<file path="config.mk">
export PLATFORM = sky130hd
export DESIGN_NAME = sc_char_xcvr
export DESIGN_NICKNAME = d
export VERILOG_FILES = /design/src/rtl/sc_char_xcvr.sv
export SDC_FILE = /design/constraint.sdc
export NUM_CORES = 1
export LEC_CHECK = 0
export BUFFER_PORTS_ARGS = -buffer_cell sky130_fd_sc_hd__clkbuf_2
export CAP_MARGIN = 20
export CORE_MARGIN = 1
export CORE_UTILIZATION = 60
export DETAILED_ROUTE_END_ITERATION = 10
export GPL_TIMING_DRIVEN = 0
export HOLD_SLACK_MARGIN = 0.12
export PLACE_DENSITY = 0.79
export RECOVER_POWER = 100
export SLEW_MARGIN = 10
export SYNTH_ARGS = -nofsm -noshare
export SYNTH_HDL_FRONTEND = slang
export SYNTH_SLANG_ARGS = --single-unit
export TNS_END_PERCENT = 30
</file>
<file path="constraint.sdc">
create_clock -name clk -period 4.3 [get_ports clk]
set_input_delay 0.645 -clock clk [delete_from_list [all_inputs] [get_ports clk]]
set_output_delay 0.645 -clock clk [all_outputs]
set_load 0.05 [all_outputs]
</file>
<file path="src/rtl/sc_char_xcvr.sv">
module sc_char_xcvr #(
  parameter int ETU_W   = 16,
  parameter int RETRIES = 3
) (
  input  logic             clk,
  input  logic             rst_n,
  input  logic [ETU_W-1:0] cfg_etu,
  input  logic [7:0]       cfg_guard,
  input  logic             cfg_inverse,
  input  logic [7:0]       tx_data,
  input  logic             tx_valid,
  output logic             tx_ready,
  output logic             tx_fail,
  output logic [7:0]       rx_data,
  output logic             rx_valid,
  output logic             rx_perr,
  output logic             io_drive_low,
  input  logic             io_in
);

  localparam int EW = 9;
  localparam int RW = $clog2(RETRIES + 2);

  typedef enum logic [1:0] {S_IDLE, S_TX, S_RX} st_t;

  st_t              st;
  logic [ETU_W-1:0] cnt;
  logic [EW-1:0]    ecnt;
  logic             io_m, io_s, io_p;
  logic [7:0]       txb, rxb;
  logic [RW-1:0]    tries;
  logic             nack, rpar, rerr;

  logic [ETU_W-1:0] half;
  logic             etu_end, mid, fall, nack_now, tx_done, tx_lvl, rbit;
  logic [EW-1:0]    ecnt_nxt, guard_etu, retry_etu;
  logic [2:0]       bidx;

  assign half      = cfg_etu >> 1;
  assign etu_end   = cnt == cfg_etu - ETU_W'(1);
  assign mid       = cnt == half - ETU_W'(1);
  assign fall      = io_p & ~io_s;
  assign rbit      = io_s ^ cfg_inverse;
  assign ecnt_nxt  = ecnt + EW'(1);
  assign guard_etu = (cfg_guard == 8'hFF) ? EW'(11) : EW'(12) + EW'(cfg_guard);
  assign retry_etu = (guard_etu < EW'(13)) ? EW'(13) : guard_etu;
  assign nack_now  = (ecnt == EW'(10)) ? ~io_s : nack;
  assign tx_done   = (st == S_TX) && etu_end &&
                     (ecnt_nxt == (nack_now ? retry_etu : guard_etu));
  assign tx_ready  = (st == S_IDLE) && !fall;
  assign bidx      = cfg_inverse ? 3'(4'd8 - ecnt[3:0]) : 3'(ecnt[3:0] - 4'd1);

  always_comb begin
    if (ecnt == EW'(0))       tx_lvl = 1'b0;
    else if (ecnt <= EW'(8))  tx_lvl = txb[bidx] ^ cfg_inverse;
    else if (ecnt == EW'(9))  tx_lvl = (^txb) ^ cfg_inverse;
    else                      tx_lvl = 1'b1;
  end

  assign io_drive_low =
      ((st == S_TX) && (ecnt < EW'(10)) && !tx_lvl) ||
      ((st == S_RX) && rerr &&
       (((ecnt == EW'(10)) && (cnt >= half)) || ((ecnt == EW'(11)) && (cnt < half))));

  always_ff @(posedge clk or negedge rst_n) begin
    if (!rst_n) begin
      st <= S_IDLE;
      cnt <= '0;
      ecnt <= '0;
      io_m <= 1'b1;
      io_s <= 1'b1;
      io_p <= 1'b1;
      txb <= '0;
      rxb <= '0;
      tries <= '0;
      nack <= 1'b0;
      rpar <= 1'b0;
      rerr <= 1'b0;
      rx_data <= '0;
      rx_valid <= 1'b0;
      rx_perr <= 1'b0;
      tx_fail <= 1'b0;
    end else begin
      io_m <= io_in;
      io_s <= io_m;
      io_p <= io_s;
      rx_valid <= 1'b0;
      rx_perr <= 1'b0;
      tx_fail <= 1'b0;
      if (st != S_IDLE) begin
        if (etu_end) begin
          cnt <= '0;
          ecnt <= ecnt_nxt;
        end else begin
          cnt <= cnt + ETU_W'(1);
        end
      end
      unique case (st)
        S_IDLE: begin
          cnt <= '0;
          ecnt <= '0;
          if (fall) begin
            st <= S_RX;
            rerr <= 1'b0;
            rpar <= 1'b0;
          end else if (tx_valid) begin
            st <= S_TX;
            txb <= tx_data;
            tries <= '0;
            nack <= 1'b0;
          end
        end
        S_TX: begin
          if (etu_end && ecnt == EW'(10)) nack <= ~io_s;
          if (tx_done) begin
            if (nack_now && tries != RW'(RETRIES)) begin
              tries <= tries + RW'(1);
              cnt <= '0;
              ecnt <= '0;
              nack <= 1'b0;
            end else begin
              st <= S_IDLE;
              tx_fail <= nack_now;
            end
          end
        end
        S_RX: begin
          if (mid) begin
            if (ecnt == EW'(0)) begin
              if (io_s) st <= S_IDLE;
            end else if (ecnt <= EW'(8)) begin
              rxb <= cfg_inverse ? {rxb[6:0], rbit} : {rbit, rxb[7:1]};
              rpar <= rpar ^ rbit;
            end else if (ecnt == EW'(9)) begin
              if (rpar ^ rbit) begin
                rerr <= 1'b1;
                rx_perr <= 1'b1;
              end else begin
                rx_valid <= 1'b1;
                rx_data <= rxb;
              end
            end
          end
          if (!rerr && etu_end && ecnt == EW'(10)) st <= S_IDLE;
          if (rerr && mid && ecnt == EW'(11)) st <= S_IDLE;
        end
        default: st <= S_IDLE;
      endcase
    end
  end

endmodule

</file>
* Word level (Yosys, flattened, before mapping) *
Index checks and enable logic that the tools add are counted.

word-level totals
  register bits = 63
  output and inout bits = 13

operators by class
  bitwise gates (word level) = 10
  reduce and logical (&&, ||, !) cells = 34
  equality and inequality tests = 26
  mux-type cells = 68
  $add $sub $neg = 8
  order comparisons = 6

operators with widths
  kind                   number
  $mux 16                4
  $mux 9                 7
  $mux 1                 34
  $eq 16x16->1           2
  $pmux 16 s2            1
  $eq 9x4->1 const B     3
  $lt 9x4->1 const B     2
  $mux 2                 9
  $ne 2x2->1 const B     9
  $pmux 9 s2             1
  $add 16x1->16 const B  1
  $ge 16x15->1           1
  $lt 16x15->1           1
  $sub 15x1->16 const B  1
  $sub 16x1->16 const B  1
  $logic_and 1x1->1      15
  $mux 3                 5
  $ne 4x2->1 const B     3
  $reduce_and 6->1       2
  $reduce_and 5->1       2
  $add 4x8->9 const A    1
  $add 9x1->9 const B    1
  $eq 9x9->1             1
  $le 9x4->1 const B     1
  27 further kinds       44

* Longest topological paths before layout *
Gate-level depths: netlist (run 1).

  word-level depth = 10
  mapped depth = 11
  mapped depth without buffers = 10

* Least setup slack after synthesis (run 1) *
OpenSTA, ideal clock, no wires.

  path kind = in2reg
  start = input port cfg_etu[1]
  end = register ecnt[2]
  data arrival time = 3527 ps
  stages on the path = 11
  path buffers = 1
  setup slack = 686 ps
  path through = inv_1 > ha_1 > or4b_4 > or4_4 > o211ai_1 > o211ai_1 > a2111oi_4 > nand3_2 > buf_6 > or3_1 > a211oi_2

between the ends
  word-level cells in the longest chain between the ends = 7

ends and longest elaborated chain
  item                    line  text
  start: declaration      7     input logic [ETU_W-1:0] cfg_etu,
  $sub 16x1->16 (*)       40    assign etu_end = cnt == cfg_etu - ETU_W'(1);
  $eq 16x16->1 (*)        40
  $mux 9                  91    if (etu_end) begin
  $mux 9                  90    if (st != S_IDLE) begin
  $mux 9                  116   if (nack_now && tries != RW'(RETRIES)) begin
  $mux 9                  115   if (tx_done) begin
  $pmux 9 s2 (*)          98    unique case (st)
  end signal: assignment  93    ecnt <= ecnt_nxt;
  end: declaration        28    logic [EW-1:0] ecnt;

Mark *: on every way between the ends. The rest lies on a longest branch, timed or not.
A chain may end at the register's enable or synchronous reset.

* Final worst setup path (run 1) *
  start = input port cfg_etu[2]
  end = register ecnt[2]

Same word-level chain as after synthesis.

==> results.yml, run 1 <==
timing:
  worst_slew_margin_rel_pct: -104
  fin_crit_sh_pct: 94.4
  rsz0062_at_grt: "no"
  finalMaxSlewViolations: 58
  max_freq_ghz: 0.246
  largest_clock_skew_in_the_final_design_ps: 15.5
  setup_slack_ps: 240
  finalWorstPathRequiredPeriod_ps: 4060
  worst_pin_slew_ps: 3060
  post_route_setup_tns_ps: 0
  endpoints_failing_hold: 0
  report.final.setup_viol: 0
synth:
  number_of_enable_flip_flop_cells_after_synthesis: 0
  synthCells: 586
  synth_top_cells_by_area: "sky130_fd_sc_hd__dfrtp_1 28%, sky130_fd_sc_hd__xnor2_1 7.1%, sky130_fd_sc_hd__ha_1 6.2%"
  yosys.cell_types.count: 69
  synth-async-reset-ratio_pct: 100
  yosys_register_bits: 63
  share_of_the_synthesized_area_in_the_top_cell_type_pct: 28.4
  synth-seq-area-share_pct: 29.9
  syn_area_per_cell_sq_um: 9.03
  synth_area_leader_cell: "sky130_fd_sc_hd__dfrtp_1"
  dominant_synthesized_flop_cell: "sky130_fd_sc_hd__dfrtp_1"
  mappedNetlistArea_sq_um: 5290
  synthesis.nets: 649
  ys.warnings.count: 0
power_and_ir_drop:
  share_seq_of_total_power_pct: 35.2
  combinational_group_share_of_total_power_pct: 33.3
  clockPowerShare_pct: 31.5
  power_density_nw_per_um2: 359
  power_report.internal_total_mw: 1.38
  leakagePower_nw: 2.60
  switching_power_uw: 723
  sw_frac_of_total_pct: 34.3
  irDropWorstVdd_v: 0.000348
floorplan:
  ios: 50
  floorplan.die.width_microns: 95.9
  initial_util_pct: 63.1
  core_area_sq_um: 8380
  num_rows: 33
  die_boundary_height_microns: 95.9
  floorplan.die_area_sq_um: 9190
routing:
  drt_wl_total_microns: 12900
  viasPerCell: 6.31
  wire_per_inst_microns: 17.2
  drt-pass1-iter-count: 4
  drt_drc_violations_left: 0
  ant_nets: 0
  drt_iter0_markers: 399
  via_count: 4730
placed_design:
  dpl.cell_count: 734
  placement.cell_area_sq_um: 5660
  weighted_congestion_at_the_end_of_routability_driven_global_placement: 0.916
  place.port_buffers: 42
  post-dp-hpwl_microns: 9770
  dp_slack_ps: 27.5
clocking:
  cts.hold.buffers_added: 0
  post_cts_buffers: 0
  number_of_buffers_on_the_longest_clock_path: 2
  clock_pin_slew_on_the_worst_setup_and_hold_paths_ps: 80
  ctsRootBufferMaster: "sky130_fd_sc_hd__clkbuf_8"
  tritoncts: "yes"
  cts_made_buffers: 9
  clock_latency_ps: 350
  h-tree-depth: 3
  clock-sinks: 63
critical_path:
  timing.critical_path.from_type: "primary input"
  critPathKind: "primary input to flip-flop"
  worst_setup_path_end_kind: "flip-flop"
  cp_data_arrival_time_ps: 4320
  cp_max_fo: 10
  cp.required_ps: 4560
grt:
  antenna_found_initial: 0
  first_global_vias: 4612
  grt_max_degree: 58
  gr-usage-all-layers_pct: 29.9
  grt_first_pass_wirelength_microns: 21200
  globalRoute.totalOverflow: 0
status:
  violations_in_the_final_reports: "max-capacitance violations, max-slew violations"
  status: "finished with violations"
layout:
  num_antenna_cells: 0
  final_cell_mix: "60 x sky130_fd_sc_hd__dfrtp_1, 54 x sky130_fd_sc_hd__nor2_1, 43 x sky130_fd_sc_hd__xnor2_1, 38 x sky130_fd_sc_hd__clkbuf_1"
  final_cell_count_no_fill: 750
  final_design_area_no_fill_sq_um: 5860
  final_common_cell: "sky130_fd_sc_hd__dfrtp_1"
  areaGrowthSynthToFinish_pct: 10.9
  final_core_util_pct: 70.0
  final_layout_size_suffix_gt1_share_pct: 14.3
  finish.net_count: 703
flow_run:
  max_cap_violations: 1
min_path:
  hold_class: "primary input to asynchronous set/reset pin"
[sequential cells by signal, summed over array words and instances (netlist names)]
signal / cells
cnt: 16
ecnt: 9
rx_data: 8
rxb: 8
txb: 8
tries: 3
st: 2
io_m: 1
io_p: 1
io_s: 1
nack: 1
rerr: 1
rpar: 1
rx_perr: 1
rx_valid: 1
tx_fail: 1
[what timing repair did]
| action | 4_1_cts | 5_1_grt |
|---|---|---|
| endpoints found under the setup margin | 0 | 1 |
| resized for setup | 0 | 2 |
| endpoints found under the hold margin | 0 | 0 |
[through the flow]
step | hold slack, ps | power (mW)
finish | 173 | 2.11
global route | 215 | 2.21
CTS | 140 | 2.12
detailed placement | 347 | 1.45
global placement | 346 | 1.42
floorplan | 345 | 1.27
[final cells by class]
type,count,area (sq um)
Clock buffer,11,151
Clock inverter,5,104
Buffer,28,123
Timing Repair Buffer,43,196
Tap cell,105,131
Fill cell,679,2520
Multi-Input combinational cell,463,3460
Sequential cell,63,1580
Inverter,32,120
[cells in the mapped netlist (6+ instances only)]
master,count
sky130_fd_sc_hd__dfrtp_1,60
sky130_fd_sc_hd__nor2_1,54
sky130_fd_sc_hd__xnor2_1,43
sky130_fd_sc_hd__nand2_1,34
sky130_fd_sc_hd__xor2_1,34
sky130_fd_sc_hd__inv_1,32
sky130_fd_sc_hd__ha_1,26
sky130_fd_sc_hd__mux2_2,26
sky130_fd_sc_hd__nand3_1,26
sky130_fd_sc_hd__clkbuf_1,24
sky130_fd_sc_hd__nor3_1,23
sky130_fd_sc_hd__o21ai_0,21
sky130_fd_sc_hd__nand4_1,16
sky130_fd_sc_hd__or3_1,13
sky130_fd_sc_hd__mux2i_1,10
sky130_fd_sc_hd__a211oi_1,7
sky130_fd_sc_hd__a21oi_1,7
sky130_fd_sc_hd__and3_1,7
sky130_fd_sc_hd__o22ai_1,7
sky130_fd_sc_hd__mux2_1,6
sky130_fd_sc_hd__nor2b_1,6
[power by group through the flow]
stage / clock, mW / combinational [mW] / sequential (mW)
6_report: 0.664 / 0.702 / 0.742
5_1_grt: 0.694 / 0.765 / 0.751
4_1_cts: 0.670 / 0.704 / 0.742
3_5_place_dp: 0 / 0.700 / 0.754
3_3_place_gp: 0 / 0.672 / 0.746
2_1_floorplan: 0 / 0.541 / 0.729
[worst paths after layout]
kind / startpoint / end / slack [ps] / cells past startpoint
setup reg to reg: cnt[0]$_DFF_PN0_ / rx_data[6]$_DFFE_PN0P_ / 840 / 9
max in group asynchronous: rst_n / rerr$_DFFE_PN0P_ / 870 / 2
setup / recovery: cfg_etu[2] / ecnt[2]$_DFF_PN0_ / 240 / 12
hold reg to reg: io_m$_DFF_PN1_ / io_s$_DFF_PN1_ / 360 / 0
hold / removal: rst_n / cnt[2]$_DFF_PN0_ / 170 / 1
min in group clk: io_m$_DFF_PN1_ / io_s$_DFF_PN1_ / 360 / 0
[cell families (layout without fill, tap and decap cells)]
kind of cell             after synthesis  after routing  synth area share, %
multiplexers                          47             47                 10.8
AND/OR/NAND/NOR                      220            220                 22.0
AO/OA/AOI/OAI                         91             91                 13.0
flip-flops                            63             63                 29.9
buffers and inverters                 60            119                 4.57
XOR/XNOR                              79             79                 13.6
adder cells (fa/ha/maj)               26             26                 6.15
[layer usage]
metal | GRT usage (%) | routed length (microns) | vias to the layer above
met3 | 4.03 | 645 | 33
li1 | - | - | 2232
met1 | 38.8 | 5590 | 2303
met4 | 11.9 | 323 | 0
met2 | 50.2 | 6330 | 162
met5 | 0 | 0 | -
[critical path, cell delays in order]
cell and delay, ps:
sky130_fd_sc_hd__clkbuf_1 150, sky130_fd_sc_hd__inv_1 110, sky130_fd_sc_hd__ha_1 240, sky130_fd_sc_hd__or4b_1 570
sky130_fd_sc_hd__or4_4 580, sky130_fd_sc_hd__o211ai_1 190, sky130_fd_sc_hd__o211ai_1 230, sky130_fd_sc_hd__a2111oi_4 560
sky130_fd_sc_hd__nand3_1 270, sky130_fd_sc_hd__buf_6 220, sky130_fd_sc_hd__or3_1 330, sky130_fd_sc_hd__a211oi_2 230
Power figures use the tool's default switching activity.
==> inputs of run 2 (changes only) <==
--- a/config.mk
+++ b/config.mk
@@ -8,11 +8,11 @@
 export BUFFER_PORTS_ARGS = -buffer_cell sky130_fd_sc_hd__clkbuf_2
 export CAP_MARGIN = 20
 export CORE_MARGIN = 1
-export CORE_UTILIZATION = 60
+export CORE_UTILIZATION = 30
 export DETAILED_ROUTE_END_ITERATION = 10
 export GPL_TIMING_DRIVEN = 0
 export HOLD_SLACK_MARGIN = 0.12
-export PLACE_DENSITY = 0.79
+export PLACE_DENSITY = 0.44
 export RECOVER_POWER = 100
 export SLEW_MARGIN = 10
 export SYNTH_ARGS = -nofsm -noshare
==> results.yml, run 2 (synthesis results as in run 1) <==
placed_design:
  place.port_buffers: 42
  post-dp-hpwl_microns: 11100
  dpl.cell_count: 854
  weighted_congestion_at_the_end_of_routability_driven_global_placement: 0.800
routing:
  wire_per_inst_microns: 16.1
  viasPerCell: 5.18
  drt_wl_total_microns: 14000
  via_count: 4505
  drt_iter0_markers: 199
  ant_nets: 0
  drt_drc_violations_left: 0
  drt-pass1-iter-count: 5
floorplan:
  ios: 50
  floorplan.die.width_microns: 135
  die_boundary_height_microns: 135
  num_rows: 48
  floorplan.die_area_sq_um: 18200
  initial_util_pct: 30.7
  core_area_sq_um: 17200
grt:
  gr-usage-all-layers_pct: 16.1
  grt_first_pass_wirelength_microns: 23100
  first_global_vias: 4596
  grt_max_degree: 35
  globalRoute.totalOverflow: 0
  antenna_found_initial: 0
timing:
  rsz0062_at_grt: "no"
  largest_clock_skew_in_the_final_design_ps: 8.41
  finalMaxSlewViolations: 66
  report.final.setup_viol: 0
  worst_slew_margin_rel_pct: -20.0
  worst_pin_slew_ps: 1800
  post_route_setup_tns_ps: 0
  fin_crit_sh_pct: 95.0
  finalWorstPathRequiredPeriod_ps: 4080
  endpoints_failing_hold: 0
  max_freq_ghz: 0.245
critical_path:
  slowest_delay_ps: 650
  launch_point_of_the_worst_path: "cfg_etu[2]"
  critPathKind: "primary input to flip-flop"
  critical_path.most_common_cell: "sky130_fd_sc_hd__o211ai_1"
  cp_data_arrival_time_ps: 4280
  crit_slowest_cell: "sky130_fd_sc_hd__a2111oi_2"
  regToRegSetupSlack_ps: 790
  worst_setup_path_end_kind: "flip-flop"
  worst-path-buf-inv: 2
  timing.critical_path.from_type: "primary input"
  timing.critical_path.cells: "clkbuf_2 > inv_1 > ha_1 > or4b_4 > or4_4 > o211ai_1 > o211ai_1 > a2111oi_2 > nand3_1 > nor4_4 > o31ai_1"
  cp.required_ps: 4490
  critical_path.reg2reg.startpoint: "cnt[2]$_DFF_PN0_"
  cpLargestDelayFamily: "simple AND/OR/NAND/NOR gates"
  cp_max_fo: 10
layout:
  filler_cell_count: 1791
  final_layout_size_suffix_gt1_share_pct: 14.7
  final_cell_mix: "60 x sky130_fd_sc_hd__dfrtp_1, 54 x sky130_fd_sc_hd__nor2_1, 43 x sky130_fd_sc_hd__xnor2_1, 37 x sky130_fd_sc_hd__clkbuf_1"
  finish.net_count: 703
  largest_register_ffs: 16
  register_area_sq_um: 1580
  final_cell_count_no_fill: 870
  multiInputGateArea_sq_um: 3450
  num_antenna_cells: 0
  final_common_cell: "sky130_fd_sc_hd__dfrtp_1"
  largest_registers: "cnt x16, ecnt x9"
  top_register: "cnt"
  areaGrowthSynthToFinish_pct: 15.1
clocking:
  clock_latency_ps: 340
  post_cts_buffers: 0
  tritoncts: "yes"
  ctsRootBufferMaster: "sky130_fd_sc_hd__clkbuf_16"
  clock_pin_slew_on_the_worst_setup_and_hold_paths_ps: 60
  cts.hold.buffers_added: 0
  h-tree-depth: 3
  clock-sinks: 63
  cts_made_buffers: 9
  number_of_buffers_on_the_longest_clock_path: 2
power_and_ir_drop:
  power_density_nw_per_um2: 370
  leakagePower_nw: 2.63
  irDropWorstVdd_v: 0.000337
status:
  violations_in_the_final_reports: "max-capacitance violations, max-slew violations"
  status: "finished with violations"
flow_run:
  max_cap_violations: 2
min_path:
  min_from: "io_m$_DFF_PN1_"
  hold_class: "flip-flop to flip-flop"
==> run 2: changes by cell type in the layout (fill, tap and decap cells not counted), moves of 2 or more <==
cell	previous run	this run
sky130_fd_sc_hd__clkbuf_8	11	0
sky130_fd_sc_hd__inv_6	0	2
sky130_fd_sc_hd__clkbuf_16	0	9
sky130_fd_sc_hd__clkinv_4	1	3
==> run 2: report_power, final <==
part | leakage (nW) | switching [mW] | internal, mW
registers | 0.846 | 0.0826 | 0.661
logic | 1.63 | 0.401 | 0.307
clock network | 0.161 | 0.288 | 0.514
total | 2.63 | 0.772 | 1.48
==> run 2: layout make-up <==
type / instances / share of cell area [%]
Tap cell: 225 / 4.63
Timing Repair Buffer: 43 / 3.25
Clock inverter: 7 / 1.71
Inverter: 32 / 1.97
Buffer: 28 / 2.01
Clock buffer: 9 / 3.70
Multi-Input combinational cell: 463 / 56.8
Sequential cell: 63 / 26.0
==> run 2: what timing repair did <==
| item | in CTS | in global routing |
|---|---|---|
| endpoints found under the setup margin | 0 | 1 |
| endpoints found under the hold margin | 0 | 0 |
| gates resized for setup | 0 | 2 |
==> run 2: final timing paths <==
check,endpoint,cells after the start
worst max register to register,nack$_DFFE_PN0P_,9
max in group asynchronous,cnt[14]$_DFF_PN0_,2
worst min-delay path,io_s$_DFF_PN1_,0
min in group asynchronous,txb[7]$_DFFE_PN0P_,1
worst max-delay path,nack$_DFFE_PN0P_,11
worst min register to register,io_s$_DFF_PN1_,0
==> run 2: stage by stage <==
step	setup WS (ps)	power, mW	area (sq um)	hold slack (ps)	util (%)
3_3_place_gp	22.8	1.46	5780	346	33.5
5_1_grt	22.8	2.39	6090	364	35.3
6_report	217	2.25	6090	361	35.3
4_1_cts	47.0	2.29	6130	293	35.6
2_1_floorplan	686	1.27	5290	345	-
3_5_place_dp	-17.5	1.48	5800	347	33.7
==> run 2: layer usage <==
metal	routed length [microns]	GRT usage (%)	vias up
met5	0	0	-
met3	488	2.36	14
li1	-	-	2225
met4	170	4.49	0
met1	6880	22.1	2187
met2	6440	26.4	79
==> inputs of run 3 (changes only) <==
==> constraint.sdc (replaced) <==
create_clock -name clk -period 4.3 [get_ports clk]
set_input_delay 0.645 -clock clk [delete_from_list [all_inputs] [get_ports clk]]
set_output_delay 0.645 -clock clk [all_outputs]
set_load 0.005 [all_outputs]
==> results.yml, run 3 (synthesis results as in run 1) <==
status:
  status: "finished with violations"
  violations_in_the_final_reports: "max-capacitance violations, max-slew violations"
grt:
  globalRoute.totalOverflow: 0
  first_global_vias: 4596
  gr-max-usage-layer: "met2"
  met3_usage_pct: 2.36
  met2_track_usage_gr_pct: 26.4
  grt_max_degree: 35
  antenna_found_initial: 0
  globalRouteMet1Util_pct: 22.1
  grt_first_pass_wirelength_microns: 23100
  gr-usage-all-layers_pct: 16.1
timing:
  worst_slew_margin_rel_pct: -20.6
  rsz0062_at_grt: "no"
  max_freq_ghz: 0.245
  setup_slack_ps: 223
  endpoints_failing_hold: 0
  finalMaxSlewViolations: 66
  report.final.setup_viol: 0
  finalWorstPathRequiredPeriod_ps: 4080
  worst_pin_slew_ps: 1810
  largest_clock_skew_in_the_final_design_ps: 9.57
  worst_hold_slack_ps: 361
  fin_crit_sh_pct: 94.8
floorplan:
  floorplan.die_area_sq_um: 18200
  core_area_sq_um: 17200
  die_boundary_height_microns: 135
  floorplan.die.width_microns: 135
  initial_util_pct: 30.7
  ios: 50
  num_rows: 48
routing:
  drt_iter0_markers: 192
  wire_per_inst_microns: 16.0
  via_count: 4482
  ant_nets: 0
  drt_drc_violations_left: 0
  viasPerCell: 5.15
  drt_wl_total_microns: 13900
  drt-pass1-iter-count: 4
critical_path:
  cpLargestDelayFamily: "simple AND/OR/NAND/NOR gates"
  cp_max_fo: 10
  timing.critical_path.cells: "clkbuf_2 > inv_1 > ha_1 > or4b_4 > or4_4 > o211ai_1 > o211ai_1 > a2111oi_2 > nand3_1 > nor4_4 > o31ai_1"
  worst-path-buf-inv: 2
  cp.required_ps: 4490
  timing.critical_path.from_type: "primary input"
  crit_slowest_cell: "sky130_fd_sc_hd__a2111oi_2"
  critPathKind: "primary input to flip-flop"
  critical_path.most_common_cell: "sky130_fd_sc_hd__o211ai_1"
  regToRegSetupSlack_ps: 620
  worst_setup_path_end_kind: "flip-flop"
  slowest_delay_ps: 650
  cp_data_arrival_time_ps: 4270
clocking:
  number_of_buffers_on_the_longest_clock_path: 2
  ctsRootBufferMaster: "sky130_fd_sc_hd__clkbuf_16"
  cts.hold.buffers_added: 0
  clock-sinks: 63
  tritoncts: "yes"
  post_cts_buffers: 0
  cts_made_buffers: 9
  h-tree-depth: 3
  clock_latency_ps: 340
  clock_pin_slew_on_the_worst_setup_and_hold_paths_ps: 60
  cts_resized: 0
layout:
  final_core_util_pct: 35.3
  largest_registers: "cnt x16, ecnt x9"
  final_cell_count_no_fill: 870
  final_cell_mix: "60 x sky130_fd_sc_hd__dfrtp_1, 54 x sky130_fd_sc_hd__nor2_1, 43 x sky130_fd_sc_hd__xnor2_1"
  final_common_cell: "sky130_fd_sc_hd__dfrtp_1"
  final_layout_size_suffix_gt1_share_pct: 15.3
  largest_register_ffs: 16
  filler_cell_count: 1784
  top_register: "cnt"
  num_antenna_cells: 0
  finish.net_count: 703
  areaGrowthSynthToFinish_pct: 15.2
power_and_ir_drop:
  power_density_nw_per_um2: 364
  leakagePower_nw: 2.65
  irDropWorstVdd_v: 0.000217
  total_power_mw: 2.22
min_path:
  hold_class: "flip-flop to flip-flop"
placed_design:
  dpl.cell_count: 854
  post-dp-hpwl_microns: 11100
  dp_slack_ps: -17.5
  weighted_congestion_at_the_end_of_routability_driven_global_placement: 0.800
  place.port_buffers: 42
flow_run:
  max_cap_violations: 2
run 3: final timing paths:
| check | start | endpoint | cells after the start |
|---|---|---|---|
| setup / recovery | cfg_etu[2] | nack$_DFFE_PN0P_ | 11 |
| hold / removal | io_m$_DFF_PN1_ | io_s$_DFF_PN1_ | 0 |
| setup reg to reg | ecnt[0]$_DFF_PN0_ | tries[1]$_DFFE_PN0P_ | 11 |
| hold reg to reg | io_m$_DFF_PN1_ | io_s$_DFF_PN1_ | 0 |
| max in group asynchronous | rst_n | cnt[14]$_DFF_PN0_ | 2 |
| min in group asynchronous | rst_n | txb[7]$_DFFE_PN0P_ | 1 |
run 3: worst reg2reg max path: stages (launching register included):
cell and delay (ps):
sky130_fd_sc_hd__dfrtp_1 380, sky130_fd_sc_hd__clkbuf_1 460, sky130_fd_sc_hd__inv_1 270, sky130_fd_sc_hd__ha_1 270, sky130_fd_sc_hd__and3b_1 180, sky130_fd_sc_hd__and3_1 210, sky130_fd_sc_hd__mux2_2 300, sky130_fd_sc_hd__o211a_1 230
sky130_fd_sc_hd__mux2i_1 310, sky130_fd_sc_hd__o211ai_1 250, sky130_fd_sc_hd__or2_0 330, sky130_fd_sc_hd__a311o_1 360
run 3: cell type report:
type / instances / area (sq um) / share of cell area [%]
plain buffers: 28 / 121 / 1.99
clock buffers: 9 / 225 / 3.70
clock inverters: 7 / 104 / 1.71
inverters: 32 / 120 / 1.97
multi-input cells: 463 / 3450 / 56.7
flip-flops and latches: 63 / 1580 / 25.9
well taps: 225 / 282 / 4.62
repair buffers: 43 / 204 / 3.35
run 3: routing by layer:
layer,vias to the layer above,part of all wire (%)
li1,2226,-
met1,2162,49
met2,82,46
met3,12,3.6
met4,0,1.2
met5,-,0
run 3: per-stage QoR:
stage | TNS [ps] | area, sq um
floorplan | 0 | 5290
global placement | 0 | 5780
detailed placement | -17.5 | 5800
CTS | 0 | 6130
global route | 0 | 6090
finish | 0 | 6090
run 3: report_power, final:
| part | switching [mW] | leakage [nW] | internal (mW) |
|---|---|---|---|
| combinational | 0.364 | 1.64 | 0.305 |
| sequential | 0.0826 | 0.846 | 0.661 |
| clock | 0.289 | 0.161 | 0.514 |
